===== src/rtl/tick_div_pkg.sv =====
package tick_div_pkg;

    typedef enum logic {
        SLOT_LONG  = 1'b0,
        SLOT_SHORT = 1'b1
    } slot_kind_e;

    // Even spreading: a slot is short when the running share of short
    // periods crosses a whole number inside that slot.
    function automatic slot_kind_e slot_kind(input int unsigned pos,
                                             input int unsigned shorts,
                                             input int unsigned len);
        if (((pos * shorts) % len) + shorts >= len)
            return SLOT_SHORT;
        return SLOT_LONG;
    endfunction

    function automatic int unsigned pos_width(input int unsigned len);
        return (len > 1) ? $clog2(len) : 1;
    endfunction

endpackage


===== src/rtl/tick_pattern_seq.sv =====
module tick_pattern_seq
    import tick_div_pkg::*;
#(
    parameter int unsigned PAT_LEN   = 31,
    parameter int unsigned SHORT_CNT = 2,
    parameter int unsigned POS_W     = 5
) (
    input  logic       clk,
    input  logic       rst,
    input  logic       adv,
    output slot_kind_e next_kind
);

    generate
        if (PAT_LEN == 1) begin : g_single
            // One-slot pattern: every period has the same length.
            assign next_kind = slot_kind(0, SHORT_CNT, 1);
        end else begin : g_multi
            localparam logic [POS_W-1:0] LAST_POS = POS_W'(PAT_LEN - 1);

            logic [POS_W-1:0] pos_q;
            logic [POS_W-1:0] pos_nxt;
            logic [POS_W:0]   short_seen_q;
            slot_kind_e       cur_kind;

            assign pos_nxt   = (pos_q == LAST_POS) ? '0 : pos_q + 1'b1;
            assign next_kind = slot_kind(int'(pos_nxt), SHORT_CNT, PAT_LEN);
            assign cur_kind  = slot_kind(int'(pos_q), SHORT_CNT, PAT_LEN);

            always_ff @(posedge clk) begin
                if (rst) begin
                    pos_q <= '0;
                end else if (adv) begin
                    pos_q <= pos_nxt;
                end
            end

            // Count of short slots finished in the current pattern (for checking).
            always_ff @(posedge clk) begin
                if (rst) begin
                    short_seen_q <= '0;
                end else if (adv) begin
                    if (pos_q == LAST_POS)
                        short_seen_q <= '0;
                    else if (cur_kind == SLOT_SHORT)
                        short_seen_q <= short_seen_q + 1'b1;
                end
            end

            AST_POS_HOLD: assert property (@(posedge clk) disable iff (rst)
                !adv |=> $stable(pos_q)) else $error("position moved without a tick");
            AST_POS_RANGE: assert property (@(posedge clk) disable iff (rst)
                pos_q <= LAST_POS) else $error("position out of range");
            AST_SHORT_PER_PATTERN: assert property (@(posedge clk) disable iff (rst)
                (adv && pos_q == LAST_POS) |->
                (int'(short_seen_q) + ((cur_kind == SLOT_SHORT) ? 1 : 0) == int'(SHORT_CNT)))
                else $error("short slot count per pattern wrong");
        end
    endgenerate

endmodule


===== src/rtl/tick_period_ctr.sv =====
module tick_period_ctr
    import tick_div_pkg::*;
#(
    parameter int unsigned DIV_N      = 762,
    parameter int unsigned CNT_W      = 10,
    parameter slot_kind_e  FIRST_KIND = SLOT_LONG
) (
    input  logic       clk,
    input  logic       rst,
    input  logic       en,
    input  slot_kind_e reload_kind,
    output logic       tick
);

    localparam logic [CNT_W-1:0] LOAD_SHORT = CNT_W'(DIV_N - 1);
    localparam logic [CNT_W-1:0] LOAD_LONG  = CNT_W'(DIV_N);
    localparam logic [CNT_W-1:0] LOAD_FIRST =
        (FIRST_KIND == SLOT_SHORT) ? LOAD_SHORT : LOAD_LONG;

    logic [CNT_W-1:0] cnt_q;

    assign tick = en && (cnt_q == '0);

    always_ff @(posedge clk) begin
        if (rst) begin
            cnt_q <= LOAD_FIRST;
        end else if (en) begin
            if (cnt_q == '0)
                cnt_q <= (reload_kind == SLOT_SHORT) ? LOAD_SHORT : LOAD_LONG;
            else
                cnt_q <= cnt_q - 1'b1;
        end
    end

    AST_CNT_FREEZE: assert property (@(posedge clk) disable iff (rst)
        !en |=> $stable(cnt_q)) else $error("counter moved while disabled");
    AST_RELOAD_VALUE: assert property (@(posedge clk) disable iff (rst)
        tick |=> (cnt_q == LOAD_SHORT || cnt_q == LOAD_LONG))
        else $error("reload outside N-1..N");

endmodule


===== src/rtl/frac_tick_div.sv =====
module frac_tick_div
    import tick_div_pkg::*;
#(
    parameter int unsigned DIV_N     = 762,
    parameter int unsigned PAT_LEN   = 31,
    parameter int unsigned SHORT_CNT = 2
) (
    input  logic clk,
    input  logic rst,
    input  logic en,
    output logic tick
);

    localparam int unsigned CNT_W      = $clog2(DIV_N + 1);
    localparam int unsigned POS_W      = pos_width(PAT_LEN);
    localparam slot_kind_e  FIRST_KIND = slot_kind(0, SHORT_CNT, PAT_LEN);

    generate
        if (DIV_N < 2 || PAT_LEN < 1 || SHORT_CNT > PAT_LEN) begin : g_bad_params
            $error("frac_tick_div: need DIV_N >= 2, PAT_LEN >= 1, SHORT_CNT <= PAT_LEN");
        end
    endgenerate

    slot_kind_e next_kind;

    tick_pattern_seq #(
        .PAT_LEN   (PAT_LEN),
        .SHORT_CNT (SHORT_CNT),
        .POS_W     (POS_W)
    ) u_seq (
        .clk       (clk),
        .rst       (rst),
        .adv       (tick),
        .next_kind (next_kind)
    );

    tick_period_ctr #(
        .DIV_N      (DIV_N),
        .CNT_W      (CNT_W),
        .FIRST_KIND (FIRST_KIND)
    ) u_ctr (
        .clk         (clk),
        .rst         (rst),
        .en          (en),
        .reload_kind (next_kind),
        .tick        (tick)
    );

    AST_TICK_ONE_CYCLE: assert property (@(posedge clk) disable iff (rst)
        tick |=> !tick) else $error("tick wider than one clock");
    AST_TICK_NEEDS_EN: assert property (@(posedge clk) disable iff (rst)
        tick |-> en) else $error("tick while disabled");

endmodule


===== config.mk =====
export PLATFORM = sky130hd
export DESIGN_NAME = frac_tick_div
export DESIGN_NICKNAME = d
export VERILOG_FILES = /design/src/rtl/tick_div_pkg.sv /design/src/rtl/tick_pattern_seq.sv /design/src/rtl/tick_period_ctr.sv /design/src/rtl/frac_tick_div.sv
export SDC_FILE = /design/constraint.sdc
export NUM_CORES = 1
export LEC_CHECK = 0
export ABC_CLOCK_PERIOD_IN_PS = 9700
export BUFFER_PORTS_ARGS = -buffer_cell sky130_fd_sc_hd__buf_2
export CAP_MARGIN = 20
export CORE_AREA = 3 3 61 63
export CTS_BUF_LIST = sky130_fd_sc_hd__clkbuf_2 sky130_fd_sc_hd__clkbuf_4 sky130_fd_sc_hd__clkbuf_8
export CTS_CLUSTER_SIZE = 24
export DETAILED_ROUTE_END_ITERATION = 6
export DIE_AREA = 0 0 64 66
export PLACE_DENSITY_LB_ADDON = 0.12
export REMOVE_ABC_BUFFERS = 1
export SYNTH_ARGS = -nofsm -noshare
export SYNTH_HDL_FRONTEND = slang
export SYNTH_SLANG_ARGS = --single-unit

===== constraint.sdc =====
create_clock -name clk -period 9.7 [get_ports clk]
set_input_delay 1.94 -clock clk [delete_from_list [all_inputs] [get_ports clk]]
set_output_delay 1.94 -clock clk [all_outputs]
set_load 0.02 [all_outputs]

==> metrics.csv <==
metric,value,unit
Pleak,0.562,nW
setup slack at placement,4.54,ns
"EDFF count, synth",0,
share of the synthesized area in the top cell type,20.9,%
Post-Synth XOR/XNOR Area,7.32,%
HPWL Detailed,2300,um
met2 wire length,1350,um
Final ANT Viol Nets,0,
number of DRC markers in iteration 0,71,
mapped cell area,0.00144,sq mm
Post-synth ARST share,0,%
setup ws final,4.54,ns
mux cell area share after synthesis,1.39,%
Starting Density,43.7,%
unrepaired setup endpoints after global routing,no,
root buffer cell,clkbuf_4,
r2r endpoint,u_ctr.cnt_q[0]$_SDFFE_PP0P_,
Final period util,53.2,%
die area,0.00422,sq mm
met3 WL post-DR,62,um
global-route wire length before repair,5090,um
top layer in use,met4,
# DRC,0,
Total GRT Usage,14.8,%
Final Skew,0.00422,ns
hold buffer count at CTS,0,
Reg-to-Reg Start,u_seq.g_multi.pos_q[0]$_SDFFE_PP0P_,
critical path capture point type,primary output,
status,completed,
GPL Wtd Cong,0.813,
Yosys cell types,52,
min-delay src,u_ctr.cnt_q[7]$_SDFFE_PP1P_,
number of CTS-inserted buffers,3,
WHS,0.510,ns
"Seq/Total Area, Yosys",20.9,%
Total Wirelength,2920,um
fill cell count,338,
crit path DAT,3.22,ns
fin crit period,5.16,ns
Worst Hold Class,reg -> reg,
power density cells,73.0,mW/mm^2
layout cell share with drive strength beyond 1,12.1,%
Post-Route M1 WL,1450,um
CTS tree,yes,
largest family of logic cells by synthesized area,simple AND/OR/NAND/NOR gates,
r2r setup slk,5.00,ns
# rows,21,
hold path cells,2,
final core utilization,45.0,%
Placed Instance Area,0.00145,sq mm
H-tree Lvls,1,
port bufs,3,
"Reg clk slew, reported paths",0.08,ns
critical path class,in -> out,
"Hold Vio Cnt, Final",0,
Cells after Synth,174,
Synth Area in Adders,11.3,%
P&R area growth vs syn,2.96,%
largest net degree at the start of global routing,15,
P_sw,0.0235,mW
Comb pwr share,5.7,%
Clk pwr share,34.7,%
Vias,1233,
Yosys reg bits,15,
crit path max fanout,14,
Die Y,66,um
largest cells by area after synthesis,"dfxtp_1 (21%), ha_1 (11%), xnor2_1 (5.5%)",
postcts setup bufs,0,
Wirelength per Cell,13.3,um
Top Ports,4,
critical path data required time,7.76,ns
peak supply drop,57.5,uV
type of origin of the critical path,input port,
Via density,5.60,
placed cell count,216,
relative slew slack,58.4,%
FMAX,194,MHz
Pins Over Slew Limit,0,
Synth Area in Compound Gates,21.0,%
Synth Area in Simple Gates,30.7,%
Nets,191,
DIE WIDTH,64,um
P_int,0.0844,mW
Ant. Diodes,0,
# resized after CTS,0,
Sw Share,21.8,%
Post-Layout Cell Count,220,
Synth area leader,dfxtp_1,
core box area,0.00328,sq mm
Min-Delay Endpoint,u_ctr.cnt_q[7]$_SDFFE_PP1P_,
Seq pwr share,59.6,%
Worst Tran Pin Value,0.623,ns
PnR Total Power,0.108,mW
final instance area,0.00148,sq mm
vias in the first global route,1156,
Max-cap violations,0,
CTS max path bufs,2,
# setup viols final,0,
Sink Count,15,
Ys Warns,0,
initial antenna violation count,0,
Pre-Repair DR Iteration Count,4,
syn_area_per_cell,8.26,sq um
clk_lat worst skew,0.28,ns
"Remaining Overflow, GRT",0,
dominant synthesized flop cell,dfxtp_1,
Worst Reg-to-Reg Cells,22,
setup_tns,0,ns
==> Yosys cell counts (2+ instances only) <==
cell type / instances
xor2_1: 3
ha_1: 13
o211ai_1: 3
mux2i_1: 2
o21a_1: 2
nand2b_1: 4
a211oi_1: 3
nor2_1: 16
nand4_1: 2
nor3_1: 10
inv_1: 12
buf_6: 4
dfxtp_1: 15
nand3_1: 5
and3_1: 2
a31oi_1: 4
a21oi_1: 7
xnor2_1: 9
or4_1: 4
a221o_1: 2
and2_2: 2
and4_1: 2
nand2_1: 17
clkbuf_1: 2
o21ai_0: 2
==> power by group through the flow <==
stage / Sequential (mW) / Clock (mW) / Combinational [mW]
3_5_place_dp: 0.0657 / 0 / 0.00616
3_3_place_gp: 0.0658 / 0 / 0.00598
2_1_floorplan: 0.0654 / 0 / 0.00406
6_report: 0.0643 / 0.0374 / 0.00617
4_1_cts: 0.0643 / 0.0395 / 0.00617
5_1_grt: 0.0646 / 0.0424 / 0.00738
==> kinds of logic after synthesis <==
logic type | after synthesis
AOI/OAI and AO/OA | 35
xor gates and xnor gates | 12
adders and majority gates | 13
buffers and inverters | 19
DFF | 15
muxes | 2
and+or+nand+nor | 78
==> worst max-delay path by stage <==
stage | end | from | cells past startpoint
3_3_place_gp | tick | en | 5
3_5_place_dp | tick | en | 5
6_report | tick | en | 5
2_1_floorplan | tick | en | 3
5_1_grt | tick | en | 5
4_1_cts | tick | en | 5
==> layer usage <==
metal  vias up  global-route usage (%)
li1        630                       -
met1       578                    19.9
met2        19                    24.1
met4         0                    5.39
met3         6                    1.70
met5         -                       0
==> state kept, by name, summed over array words and instances (netlist names) <==
| name | cells |
|---|---|
| u_ctr.cnt_q | 10 |
| u_seq.g_multi.pos_q | 5 |
==> cell usage in the layout, fill, tap and decap left out, drive strengths merged, types with 2 or more instances in the layout <==
cell type and n:
a211oi 4, a21oi 8, a221o 2, a31oi 4, a41oi 2, and2 3, and3 2, and4 2
and4b 2, buf 3, clkbuf 4, dfxtp 15, ha 13, inv 12, mux2i 2, nand2 17
nand2b 4, nand3 5, nand4 2, nor2 17, nor3 10, nor3b 2, nor4 2, o211ai 3
o21a 2, o21ai 3, or3 2, or4 4, xnor2 9, xor2 3
==> layout make-up <==
cell class                      instances  area [sq um]  area share [%]
Sequential cell                        15           300            20.3
Multi-Input combinational cell        140          1030            69.7
Inverter                               12          45.0            3.05
Timing Repair Buffer                    3          15.0            1.02
Tap cell                               46          57.6            3.89
Clock buffer                            4          30.0            2.03
==> critical path: stages <==
cell and delay (ns):
buf_2 0.13, nand2_1 0.08, nor3_1 0.22, and2_0 0.57, buf_2 0.28
Note: power is estimated with default switching activity, not from simulation.
